==> config.mk <==
export PLATFORM = sky130hd
export DESIGN_NAME = ioWinXlate
export DESIGN_NICKNAME = d
export VERILOG_FILES = /design/src/rtl/ioWinPkg.sv /design/src/rtl/ioWinRegs.sv /design/src/rtl/ioWinCtrl.sv /design/src/rtl/ioWinDatapath.sv /design/src/rtl/ioWinXlate.sv
export SDC_FILE = /design/constraint.sdc
export NUM_CORES = 1
export LEC_CHECK = 0
export BUFFER_PORTS_ARGS = -buffer_cell sky130_fd_sc_hd__buf_2
export CAP_MARGIN = 20
export CORE_AREA = 2 2 95 134
export CTS_BUF_LIST = sky130_fd_sc_hd__clkbuf_8
export DETAILED_ROUTE_END_ITERATION = 8
export DIE_AREA = 0 0 97 136
export GPL_TIMING_DRIVEN = 1
export HOLD_SLACK_MARGIN = 0.05
export PLACE_DENSITY = 0.87
export REMOVE_ABC_BUFFERS = 1
export SETUP_SLACK_MARGIN = 0.3
export SLEW_MARGIN = 20
export SYNTH_ARGS = -nofsm -noshare
export SYNTH_HDL_FRONTEND = slang
export SYNTH_HIERARCHICAL = 1
export SYNTH_SLANG_ARGS = --single-unit
==> constraint.sdc <==
create_clock -name clk -period 3.1 [get_ports clk]
set_input_delay 0.31 -clock clk [delete_from_list [all_inputs] [get_ports clk]]
set_output_delay 0.31 -clock clk [all_outputs]
set_load 0.005 [all_outputs]
==> src/rtl/ioWinPkg.sv <==
package ioWinPkg;

  typedef enum logic [1:0] {
    SZ_BYTE  = 2'd0,
    SZ_HALF  = 2'd1,
    SZ_WORD  = 2'd2,
    SZ_DWORD = 2'd3
  } accSize_e;

  typedef enum logic [1:0] {
    SEL_BASE = 2'd0,
    SEL_MASK = 2'd1,
    SEL_CTRL = 2'd2,
    SEL_NONE = 2'd3
  } regSel_e;

  typedef enum logic {
    ST_IDLE = 1'b0,
    ST_BUSY = 1'b1
  } ctlState_e;

  // strobes from control to datapath
  typedef struct packed {
    logic loadDn;     // latch a good request toward downstream
    logic captureRsp; // downstream handshake: capture read data
    logic errRsp;     // refused request: clear read data
  } ctlStrobe_t;

endpackage

==> src/rtl/ioWinRegs.sv <==
module ioWinRegs #(
  parameter int ADDR_W  = 32,
  parameter int DATA_W  = 32,
  parameter int HI_LSB  = 21,
  parameter int MID_LSB = 18
) (
  input  logic                      clk,
  input  logic                      rstN,
  input  logic                      regWe,
  input  logic [1:0]                regSel,
  input  logic [DATA_W/8-1:0]       regBe,
  input  logic [DATA_W-1:0]         regWdata,
  output logic [DATA_W-1:0]         regRdata,
  output logic [ADDR_W-HI_LSB-1:0]  baseHi,
  output logic [HI_LSB-MID_LSB-1:0] baseMid,
  output logic [HI_LSB-MID_LSB-1:0] maskMid,
  output logic                      swapEn
);
  import ioWinPkg::*;

  localparam int LANES = DATA_W / 8;
  localparam int HI_W  = ADDR_W - HI_LSB;
  localparam int MID_W = HI_LSB - MID_LSB;

  logic [HI_W-1:0]  baseHiQ;
  logic [MID_W-1:0] baseMidQ;
  logic [MID_W-1:0] maskQ;
  logic             swapQ;

  logic [DATA_W-1:0] baseImg, maskImg, ctrlImg;
  logic [DATA_W-1:0] baseNew, maskNew, ctrlNew;

  assign baseImg = {baseHiQ, baseMidQ, {MID_LSB{1'b0}}};
  assign maskImg = {{HI_W{1'b0}}, maskQ, {MID_LSB{1'b0}}};
  assign ctrlImg = {{(DATA_W-1){1'b0}}, swapQ};

  // byte-lane merge of new data over current images
  for (genvar i = 0; i < LANES; i++) begin : gMerge
    assign baseNew[8*i +: 8] = regBe[i] ? regWdata[8*i +: 8] : baseImg[8*i +: 8];
    assign maskNew[8*i +: 8] = regBe[i] ? regWdata[8*i +: 8] : maskImg[8*i +: 8];
    assign ctrlNew[8*i +: 8] = regBe[i] ? regWdata[8*i +: 8] : ctrlImg[8*i +: 8];
  end

  // bits that have no storage behind them
  logic unusedBits;
  assign unusedBits = ^{baseNew[MID_LSB-1:0], maskNew[ADDR_W-1:HI_LSB],
                        maskNew[MID_LSB-1:0], ctrlNew[DATA_W-1:1]};

  always_ff @(posedge clk or negedge rstN) begin
    if (!rstN) begin
      baseHiQ  <= '0;
      baseMidQ <= '0;
      maskQ    <= '0;
      swapQ    <= 1'b0;
    end else if (regWe) begin
      case (regSel_e'(regSel))
        SEL_BASE: begin
          baseHiQ  <= baseNew[ADDR_W-1:HI_LSB];
          baseMidQ <= baseNew[HI_LSB-1:MID_LSB];
        end
        SEL_MASK: maskQ <= maskNew[HI_LSB-1:MID_LSB];
        SEL_CTRL: swapQ <= ctrlNew[0];
        default: ;
      endcase
    end
  end

  always_comb begin
    case (regSel_e'(regSel))
      SEL_BASE: regRdata = baseImg;
      SEL_MASK: regRdata = maskImg;
      SEL_CTRL: regRdata = ctrlImg;
      default:  regRdata = '0;
    endcase
  end

  assign baseHi  = baseHiQ;
  assign baseMid = baseMidQ;
  assign maskMid = maskQ;
  assign swapEn  = swapQ;

endmodule

==> src/rtl/ioWinCtrl.sv <==
module ioWinCtrl (
  input  logic                  clk,
  input  logic                  rstN,
  input  logic                  reqValid,
  input  logic                  reqHit,
  input  logic                  reqBad,
  input  logic                  dnReady,
  output logic                  reqReady,
  output logic                  dnValid,
  output logic                  rspValid,
  output logic                  rspErr,
  output ioWinPkg::ctlStrobe_t  strobe
);
  import ioWinPkg::*;

  ctlState_e state, stateNext;
  logic      accept;
  logic      rspValidQ, rspErrQ;

  assign reqReady = (state == ST_IDLE) && reqHit;
  assign accept   = reqValid && reqReady;

  always_comb begin
    strobe.loadDn     = accept && !reqBad;
    strobe.errRsp     = accept && reqBad;
    strobe.captureRsp = (state == ST_BUSY) && dnReady;
  end

  always_comb begin
    stateNext = state;
    case (state)
      ST_IDLE: if (strobe.loadDn)     stateNext = ST_BUSY;
      ST_BUSY: if (strobe.captureRsp) stateNext = ST_IDLE;
      default: stateNext = ST_IDLE;
    endcase
  end

  always_ff @(posedge clk or negedge rstN) begin
    if (!rstN) begin
      state     <= ST_IDLE;
      rspValidQ <= 1'b0;
      rspErrQ   <= 1'b0;
    end else begin
      state     <= stateNext;
      rspValidQ <= strobe.errRsp || strobe.captureRsp;
      rspErrQ   <= strobe.errRsp;
    end
  end

  assign dnValid  = (state == ST_BUSY);
  assign rspValid = rspValidQ;
  assign rspErr   = rspErrQ;

endmodule

==> src/rtl/ioWinDatapath.sv <==
module ioWinDatapath #(
  parameter int          ADDR_W   = 32,
  parameter int          DATA_W   = 32,
  parameter int          HI_LSB   = 21,
  parameter int          MID_LSB  = 18,
  parameter logic [31:0] WIN_BASE = 32'hFD20_0000
) (
  input  logic                      clk,
  input  logic                      rstN,
  input  ioWinPkg::ctlStrobe_t      strobe,
  input  logic [ADDR_W-1:0]         reqAddr,
  input  logic [1:0]                reqSize,
  input  logic                      reqWrite,
  input  logic                      reqBurst,
  input  logic [DATA_W-1:0]         reqWdata,
  input  logic [ADDR_W-HI_LSB-1:0]  baseHi,
  input  logic [HI_LSB-MID_LSB-1:0] baseMid,
  input  logic [HI_LSB-MID_LSB-1:0] maskMid,
  input  logic                      swapEn,
  input  logic [DATA_W-1:0]         dnRdata,
  output logic                      reqHit,
  output logic                      reqBad,
  output logic [ADDR_W-1:0]         dnAddr,
  output logic [DATA_W/8-1:0]       dnBe,
  output logic                      dnWrite,
  output logic [DATA_W-1:0]         dnWdata,
  output logic [DATA_W-1:0]         rspRdata
);
  import ioWinPkg::*;

  localparam int LANES = DATA_W / 8;
  localparam int OFF_W = $clog2(LANES);
  localparam int MID_W = HI_LSB - MID_LSB;
  localparam logic [ADDR_W-HI_LSB-1:0] WIN_TAG = WIN_BASE[ADDR_W-1:HI_LSB];

  // window decode
  assign reqHit = (reqAddr[ADDR_W-1:HI_LSB] == WIN_TAG);

  // size / alignment check
  logic sizeBad;
  always_comb begin
    case (accSize_e'(reqSize))
      SZ_BYTE: sizeBad = 1'b0;
      SZ_HALF: sizeBad = reqAddr[0];
      SZ_WORD: sizeBad = |reqAddr[OFF_W-1:0];
      default: sizeBad = 1'b1;
    endcase
  end
  assign reqBad = reqBurst || sizeBad;

  // byte enables from size and offset
  logic [LANES-1:0] beRaw, beShift, beSw;
  always_comb begin
    case (accSize_e'(reqSize))
      SZ_BYTE: beRaw = LANES'(1);
      SZ_HALF: beRaw = LANES'(3);
      SZ_WORD: beRaw = '1;
      default: beRaw = '0;
    endcase
  end
  assign beShift = beRaw << reqAddr[OFF_W-1:0];

  // three-part address splice; middle bits chosen one by one
  logic [MID_W-1:0]  midSel;
  logic [ADDR_W-1:0] spliceAddr;
  for (genvar m = 0; m < MID_W; m++) begin : gMid
    assign midSel[m] = maskMid[m] ? reqAddr[MID_LSB+m] : baseMid[m];
  end
  assign spliceAddr = {baseHi, midSel, reqAddr[MID_LSB-1:0]};

  // lane reversal for endian conversion
  logic             swapLatQ;
  logic [DATA_W-1:0] wdSw, rdSw;
  for (genvar i = 0; i < LANES; i++) begin : gSwap
    assign beSw[i]        = swapEn   ? beShift[LANES-1-i]            : beShift[i];
    assign wdSw[8*i +: 8] = swapEn   ? reqWdata[8*(LANES-1-i) +: 8]  : reqWdata[8*i +: 8];
    assign rdSw[8*i +: 8] = swapLatQ ? dnRdata[8*(LANES-1-i) +: 8]   : dnRdata[8*i +: 8];
  end

  logic [ADDR_W-1:0] dnAddrQ;
  logic [LANES-1:0]  dnBeQ;
  logic              dnWriteQ;
  logic [DATA_W-1:0] dnWdataQ, rspRdataQ;

  always_ff @(posedge clk or negedge rstN) begin
    if (!rstN) begin
      dnAddrQ   <= '0;
      dnBeQ     <= '0;
      dnWriteQ  <= 1'b0;
      dnWdataQ  <= '0;
      swapLatQ  <= 1'b0;
      rspRdataQ <= '0;
    end else begin
      if (strobe.loadDn) begin
        dnAddrQ  <= spliceAddr;
        dnBeQ    <= beSw;
        dnWriteQ <= reqWrite;
        dnWdataQ <= wdSw;
        swapLatQ <= swapEn;
      end
      if (strobe.captureRsp)  rspRdataQ <= rdSw;
      else if (strobe.errRsp) rspRdataQ <= '0;
    end
  end

  assign dnAddr   = dnAddrQ;
  assign dnBe     = dnBeQ;
  assign dnWrite  = dnWriteQ;
  assign dnWdata  = dnWdataQ;
  assign rspRdata = rspRdataQ;

endmodule

==> src/rtl/ioWinXlate.sv <==
module ioWinXlate #(
  parameter int          ADDR_W   = 32,
  parameter int          DATA_W   = 32,
  parameter int          HI_LSB   = 21,
  parameter int          MID_LSB  = 18,
  parameter logic [31:0] WIN_BASE = 32'hFD20_0000
) (
  input  logic                clk,
  input  logic                rstN,
  input  logic                regWe,
  input  logic [1:0]          regSel,
  input  logic [DATA_W/8-1:0] regBe,
  input  logic [DATA_W-1:0]   regWdata,
  output logic [DATA_W-1:0]   regRdata,
  input  logic                reqValid,
  output logic                reqReady,
  input  logic [ADDR_W-1:0]   reqAddr,
  input  logic [1:0]          reqSize,
  input  logic                reqWrite,
  input  logic                reqBurst,
  input  logic [DATA_W-1:0]   reqWdata,
  output logic                rspValid,
  output logic                rspErr,
  output logic [DATA_W-1:0]   rspRdata,
  output logic                dnValid,
  input  logic                dnReady,
  output logic [ADDR_W-1:0]   dnAddr,
  output logic [DATA_W/8-1:0] dnBe,
  output logic                dnWrite,
  output logic [DATA_W-1:0]   dnWdata,
  input  logic [DATA_W-1:0]   dnRdata
);
  import ioWinPkg::*;

  localparam int HI_W  = ADDR_W - HI_LSB;
  localparam int MID_W = HI_LSB - MID_LSB;

  logic [HI_W-1:0]  baseHi;
  logic [MID_W-1:0] baseMid, maskMid;
  logic             swapEn, reqHit, reqBad;
  ctlStrobe_t       strobe;

  ioWinRegs #(
    .ADDR_W(ADDR_W), .DATA_W(DATA_W), .HI_LSB(HI_LSB), .MID_LSB(MID_LSB)
  ) u_regs (
    .clk(clk), .rstN(rstN), .regWe(regWe), .regSel(regSel), .regBe(regBe),
    .regWdata(regWdata), .regRdata(regRdata), .baseHi(baseHi),
    .baseMid(baseMid), .maskMid(maskMid), .swapEn(swapEn)
  );

  ioWinCtrl u_ctrl (
    .clk(clk), .rstN(rstN), .reqValid(reqValid), .reqHit(reqHit),
    .reqBad(reqBad), .dnReady(dnReady), .reqReady(reqReady),
    .dnValid(dnValid), .rspValid(rspValid), .rspErr(rspErr), .strobe(strobe)
  );

  ioWinDatapath #(
    .ADDR_W(ADDR_W), .DATA_W(DATA_W), .HI_LSB(HI_LSB), .MID_LSB(MID_LSB),
    .WIN_BASE(WIN_BASE)
  ) u_dp (
    .clk(clk), .rstN(rstN), .strobe(strobe), .reqAddr(reqAddr),
    .reqSize(reqSize), .reqWrite(reqWrite), .reqBurst(reqBurst),
    .reqWdata(reqWdata), .baseHi(baseHi), .baseMid(baseMid),
    .maskMid(maskMid), .swapEn(swapEn), .dnRdata(dnRdata),
    .reqHit(reqHit), .reqBad(reqBad), .dnAddr(dnAddr), .dnBe(dnBe),
    .dnWrite(dnWrite), .dnWdata(dnWdata), .rspRdata(rspRdata)
  );

endmodule

=== Word level (Yosys, flattened, before mapping) ===
Index checks and enable logic that the tools add are counted.

* Output and inout bits: 137
* Input bits: 143
* Flip-flop bits (word level): 123

* Reductions and logical operators: 16
* Shift operators: 1
* Eq/ne operators: 5
* Multiplexer cells: 23
* Bitwise operators: 1

{| class="wikitable"
|+ Operators with widths
! kind !! number
|-
| case mux 32 bit (3 select lines) || 1
|-
| 2-to-1 mux 32 bit || 2
|-
| 2-to-1 mux 8 bit || 8
|-
| case mux 4 bit (3 select lines) || 1
|-
| AND reduction 3 bit || 4
|-
| equality test 11 bit (second input constant) || 1
|-
| 2-to-1 mux 1 bit || 9
|-
| logical AND 1 bit || 5
|-
| equality test 2 x 1 -> 1 bit (second input constant) || 2
|-
| equality test 2 bit (second input constant) || 2
|-
| logical NOT 2 bit || 2
|-
| left shift 4 x 2 -> 4 bit || 1
|-
| case mux 1 bit (3 select lines) || 1
|-
| logical OR 1 bit || 2
|-
| case mux 1 bit (2 select lines) || 1
|-
| nonzero test 2 bit || 1
|-
| OR reduction 2 bit || 1
|-
| logical NOT 1 bit || 1
|-
| inverter 1 bit || 1
|}

=== Depth between registers and ports, before layout ===
Gate-level depths: netlist of run 1.

* Depth in word-level cells: 7
* Mapped depth: 9
* Gate-level depth less buffers: 8

=== By module ===
Netlist of run 1, hierarchy kept.

{| class="wikitable"
|+ Modules (own cells, without submodules)
! module !! cells an instance !! area each (um^2) !! instances
|-
| ioWinDatapath || 372 || 4750.8 || 1
|-
| ioWinRegs || 82 || 1021.0 || 1
|-
| ioWinCtrl || 11 || 127.6 || 1
|}

=== Least setup slack after synthesis of run 1 ===
OpenSTA, ideal clock, no wires.

* Path kind: in2reg
* Start: in reqAddr[22]
* End: reg u_dp.dnAddrQ[0] (netlist: u_dp/dnAddr[0])
* Slack: 1.013 ns
* Arrival: 1.962 ns
* Path buffers: 2
* Stages: 7
* Required time: 2.975 ns
* Cells stage by stage: or4b_1 nor3_1 nand2_1 nor3_1 buf_2 buf_2 mux2_2

{| class="wikitable"
|+ RTL lines
! what !! line !! source
|-
| start: declaration || ioWinXlate.sv:17 || <nowiki>input logic [ADDR_W-1:0] reqAddr,</nowiki>
|-
| end signal: assignment || ioWinDatapath.sv:95 || <nowiki>dnAddrQ <= spliceAddr;</nowiki>
|-
| end: declaration || ioWinDatapath.sv:80 || <nowiki>logic [ADDR_W-1:0] dnAddrQ;</nowiki>
|}

==> results of run 1 <==
==> layer usage <==
layer / global-route usage [%] / vias up / share of wire [%]
li1: - / 2083 / -
met1: 22.2 / 2173 / 37
met2: 36.1 / 203 / 53
met3: 5.19 / 35 / 6.3
met4: 10.7 / 0 / 3.2
met5: 0 / - / 0
==> final cells by class <==
class | count | area [µm²] | share of cell area [%]
Sequential cell | 123 | 3080 | 41.3
Multi-Input combinational cell | 301 | 2500 | 33.5
Timing Repair Buffer | 249 | 1290 | 17.3
Clock buffer | 19 | 262 | 3.50
Tap cell | 150 | 188 | 2.52
Clock inverter | 13 | 118 | 1.58
Inverter | 7 | 26.3 | 0.352
==> state kept, by name, indices dropped and copies added, names as in the netlist <==
register	flops
u_ctrl/rspValid	1
u_regs/swapEn	1
u_dp/dnAddr	32
u_ctrl/dnValid	1
u_regs/maskMid	3
u_dp/dnWrite	1
u_ctrl/rspErr	1
u_dp/rspRdata	32
u_regs/baseMid	3
u_regs/baseHi	11
u_dp/swapLatQ	1
u_dp/dnWdata	32
u_dp/dnBe	4
==> report_power, final <==
group          leakage, nW  total [mW]  internal [mW]  switching (mW)
clock network        0.181        1.33          0.679           0.656
registers             1.67        1.73           1.66          0.0697
logic                 2.42       0.418          0.236           0.181
==> synthesized netlist by cell type, drive strengths merged (2+ instances only) <==
library cell / instances
nor2: 46
nand2b: 2
nor2b: 3
nand4b: 2
nand2: 2
a22o: 32
a21oi: 38
and2: 12
clkbuf: 7
dfrtp: 123
buf: 43
inv: 7
a211oi: 4
nor3: 3
o22ai: 2
ha: 4
o21ai: 4
nor4bb: 2
mux2i: 39
mux2: 80
==> path summary, 6_finish.rpt <==
check | start | end | slack, ps | cells past startpoint
worst max register to register | u_ctrl/dnValid$_DFF_PN0_ | u_dp/rspRdata[27]$_DFFE_PN0P_ | 1250 | 4
max in group asynchronous | rstN | u_regs/swapEn$_DFFE_PN0P_ | 1750 | 3
worst max-delay path | reqAddr[22] | u_dp/dnAddr[2]$_DFFE_PN0P_ | 990 | 7
worst min register to register | u_dp/rspRdata[12]$_DFFE_PN0P_ | u_dp/rspRdata[12]$_DFFE_PN0P_ | 500 | 1
min in group asynchronous | rstN | u_dp/dnWdata[31]$_DFFE_PN0P_ | 510 | 2
worst min-delay path | regWdata[28] | u_regs/baseHi[7]$_DFFE_PN0P_ | 110 | 2
==> what timing repair did <==
action | CTS | global route
endpoints found under the hold margin | 64 | 0
resized for setup | 0 | 0
setup endpoints to repair | 0 | 0
hold buffers | 1 | 0
==> kinds of logic (layout without fill, tap and decap cells) <==
kind of cell	count (synthesis)	count (layout)
AO/OA/AOI/OAI	83	83
adder cells (fa/ha/maj)	4	4
buffers and inverters	57	288
flip-flops	123	123
multiplexers	119	119
other	1	17
AND/OR/NAND/NOR	78	78
==> run metrics, run 1 <==
Initial Util 48.9%; Final Setup Violations 0; sequential fraction of the synthesis area 52.2%; Final nets 846; Placed Cells incl. Taps 829; Yosys cell types 37; fin area 7460 µm²; Rows 48; Crit. End Element flop; core area 12100 µm²; synth warn 6; DRC Markers 0; WP buf/inv 2; Post-DP Area 7070 µm²; violation count after the first detailed-route iteration 120; Die H 136 µm; DIE WIDTH 97 µm; crit-path max cell delay 510 ps; area grow syn2layout 26.5%; Area contributors post-synth dfrtp_1 52%, mux2_2 9.7%, mux2_4 7.4%; Post-synth ARST share 100%; fillers 954; hpwl dp 10.3 mm; Final Power 3.48 mW; Top FF cell, synth dfrtp_1; CP max-delay cell or4b_1; Final Max Slew Viols 0; routed len/inst 16.0 µm; final setup TNS 0 ps; via count 4494; drt pass-1 iters 4; Max Root-Sink Buffers 2; DP Worst Slack 519 ps; main combinational cell family by area after synthesis multiplexers; final hold vios 0; later-pin clock latency in the skew report 420 ps; initial antenna violation count 0; final WL 13.8 mm; crit path DAT 2420 ps; largest net degree at the start of global routing 110; CTS tree done; Peak Freq 473 MHz; multiplexer area fraction after synthesis 23.7%; Power Density 467 nW/µm²; vias per cell 5.21; share of the synthesized area in the top cell type 52.2%; minimum clock period 2110 ps; Syn Area/Cell 12.7 µm²; H-tree levels 4; largest area contributor in the netlist dfrtp_1; worst min path class in -> reg; number of synthesized flops with an enable pin 0; Adder-Cell Fraction of Synth Area 0.848%; maximum fanout along the worst path 109; crit path cell chain buf_2, or4b_1, nor3_1, nand2_1, nor3_2, buf_12, mux2_2; port bufs 244; Max VDD drop 0.237 mV; gr usage total 20.3%; Worst-Margin Slew 955 ps; clock transition at the registers of the reported paths 80 ps; non-filler cells, final 862; final core utilization 61.8%; Post-Synth Simple-Gate Area 7.10%; die area 13200 µm²; ANT cells 0; CTS Sinks 123; routability cong. 0.867; CP Data Required Time 3400 ps; first-pass GRT wire length 21.5 mm; most frequent cells in the layout 243 x buf_2, 121 x dfrtp_1, 51 x mux2_2; Post-DRT Antenna Nets 0; GRT overflow 0; synthesized cell area 5900 µm²; XOR/XNOR Fraction of Synth Area 0%; Setup Skew 8.60 ps; clk root buf clkbuf_8; io pins 280; Post-CTS Setup Repair Bufs 0; Max Cap Violations 0; CTS buffer count 17; most common cell after layout, fill and taps aside buf_2; Lkg Pwr 4.26 nW; Worst setup SP type primary input; status finished clean; Final period util 68.2%; PnR worst setup slack 986 ps; Synth Register Bits 123; Max-Slew Margin vs Limit 36.3%; ratio of cells with drive above 1 in the final layout 51.7%; vias in the first global route 4585; Synth Area in Compound Gates 9.44%; crit-path leading delay family simple AND/OR/NAND/NOR gates; worst hold slack 113 ps; RSZ-0062 raised after global routing false; Worst Setup Path Type in -> reg; Post-Synthesis Cells 465
No activity file was read; power rests on OpenSTA's default activity.
==> run 2: changes to the inputs <==
- CORE_AREA: 2 2 95 134 -> 2 2 97 137
- DIE_AREA: 0 0 97 136 -> 0 0 99 139
- PLACE_DENSITY: 0.87 -> 0.84
- clock period: 3.1 -> 2.1 ns (I/O delays scaled with it)
==> run 2 against run 1 <==
- die area grew 4.3%
- power grew 61%
- critical path depth grew 1
- clock skew grew 6.1 ps
- setup slack worse by 680 ps
- via count up 7.2%
- non-clock buffer count increased by 49
- critical endpoint is now u_dp/dnAddr[21]$_DFFE_PN0P_
==> run metrics, run 2 (synthesis gave the netlist of run 1 again) <==
drt pass-1 iters 4; CTS Sinks 123; status finished clean; most common cell after layout, fill and taps aside buf_2; initial antenna violation count 0; vias in the first global route 5277; final hold vios 0; routability cong. 0.813; Max-Slew Margin vs Limit 49.4%; io pins 280; final WL 15.9 mm; ratio of cells with drive above 1 in the final layout 50.6%; minimum clock period 1790 ps; met3 Track Usage GR 6.85%; Crit. End Element flop; Power Density 697 nW/µm²; routed len/inst 17.4 µm; share of total power in the clock network 41.9%; cell-internal power 4.22 mW; ANT cells 0; maximum fanout along the worst path 17; Initial Util 46.9%; area grow syn2layout 36.5%; Final Setup Violations 0; Rows 49; Max Cap Violations 0; Max Root-Sink Buffers 2; CTS buffer count 17; worst r2r path cells 4; most frequent cells in the layout 243 x buf_2, 121 x dfrtp_1, 51 x mux2_2; die area 13800 µm²; Lkg Pwr 4.55 nW; r2r endpoint u_dp/rspRdata[15]$_DFFE_PN0P_; Hold Path Origin reqWdata[19]; violation count after the first detailed-route iteration 137; DRC Markers 0; Setup Skew 14.7 ps; worst hold slack 98.1 ps; Worst Setup Path Type in -> reg; FF-to-FF Start u_ctrl/dnValid$_DFF_PN0_; Logic pwr share 12.8%; CTS tree done; Die H 139 µm; Final nets 895; first-pass GRT wire length 25.1 mm; gr usage total 22.8%; Final Max Slew Viols 0; final core utilization 64.1%; later-pin clock latency in the skew report 430 ps; Seq pwr share 45.3%; P_sw 1.39 mW; worst min path class in -> reg; Worst setup SP type primary input; Peak Freq 558 MHz; Worst Hold Depth 3; Worst-Margin Slew 757 ps; Max VDD drop 0.596 mV; Final period util 85.4%; Hold EP u_dp/dnWdata[19]$_DFFE_PN0P_; GR peak layer met2; Post-DRT Antenna Nets 0; core area 12600 µm²; Reg2Reg Setup Slack 400 ps; DIE WIDTH 99 µm; crit path DAT 2100 ps; Sw Ratio 24.8%; via count 4817; met1 usage 23.3%; port bufs 244; RSZ-0062 raised after global routing true; vias per cell 5.27; GRT overflow 0; clk root buf clkbuf_8; CP Data Required Time 2410 ps; met2 usage 42.3%; largest net degree at the start of global routing 67; clock transition at the registers of the reported paths 80 ps; H-tree levels 4; hpwl dp 11.0 mm
==> run 2: changes by cell type in the layout (fill, tap and decap cells not counted), sizes merged <==
cell | before | now
buf | 248 | 262
bufinv | 1 | 4
clkbuf | 19 | 20
clkinv | 4 | 7
clkinvlp | 5 | 1
dlygate4sd3 | 1 | 35
inv | 10 | 8
==> run 2: worst max path at each step <==
stage	depth (start not counted)	from	to
2_1_floorplan	7	reqAddr[22]	u_dp/dnBe[2]$_DFFE_PN0P_
3_3_place_gp	8	reqSize[0]	u_dp/rspRdata[26]$_DFFE_PN0P_
3_5_place_dp	8	reqSize[0]	u_dp/rspRdata[15]$_DFFE_PN0P_
4_1_cts	7	reqAddr[22]	u_dp/dnWrite$_DFFE_PN0P_
5_1_grt	4	u_ctrl/dnValid$_DFF_PN0_	u_dp/rspRdata[4]$_DFFE_PN0P_
6_report	8	reqAddr[22]	u_dp/dnAddr[21]$_DFFE_PN0P_
==> run 2: metal layers <==
| layer | share of wire (%) | wire (µm) | vias to the layer above |
|---|---|---|---|
| li1 | - | - | 2186 |
| met1 | 35 | 5550 | 2344 |
| met2 | 54 | 8640 | 249 |
| met3 | 7.8 | 1230 | 38 |
| met4 | 2.7 | 433 | 0 |
| met5 | 0 | 0 | - |
==> run 2: power by group through the flow <==
stage                     clock network, mW  registers (mW)  logic, mW
after CTS                              2.42            2.54      0.709
final                                  2.35            2.54      0.719
after floorplan                           0            2.59      0.325
after detailed placement                  0            2.59      0.658
after global routing                   2.52            2.56      0.777
after global placement                    0            2.58      0.624
==> run 2: what timing repair did <==
item | in CTS | in global routing
pin swaps | 0 | 2
gates resized for setup | 2 | 4
hold buffers | 35 | 0
cloned | 0 | 1
endpoints found under the hold margin | 67 | 0
setup endpoints to repair | 45 | 47
buffers inserted | 0 | 2
==> run 2: worst max-delay path, cell delays in order <==
cell and delay (ps):
buf_2 90, or4b_1 550, nor3_2 160, nand2_1 130, nor3_2 250, buf_4 180
buf_12 160, mux2_2 360
==> run 2: through the flow <==
stage	total power, mW	setup TNS [ps]	worst slack, ps	cell area [µm²]	cells
final	5.61	0	307	8050	914
after global routing	5.86	0	277	8050	914
after CTS	5.67	0	338	8000	911
after detailed placement	3.25	-13800	-268	7190	844
after global placement	3.20	-7710	-144	7190	844
after floorplan	2.92	-382360	-5690	5590	431
==> run 2: cell type report <==
cell class,count,area (µm²)
Clock inverter,13,190
Inverter,7,26.3
Multi-Input combinational cell,301,2510
Timing Repair Buffer,298,1800
Tap cell,153,191
Clock buffer,19,262
Fill cell,884,4510
Sequential cell,123,3080
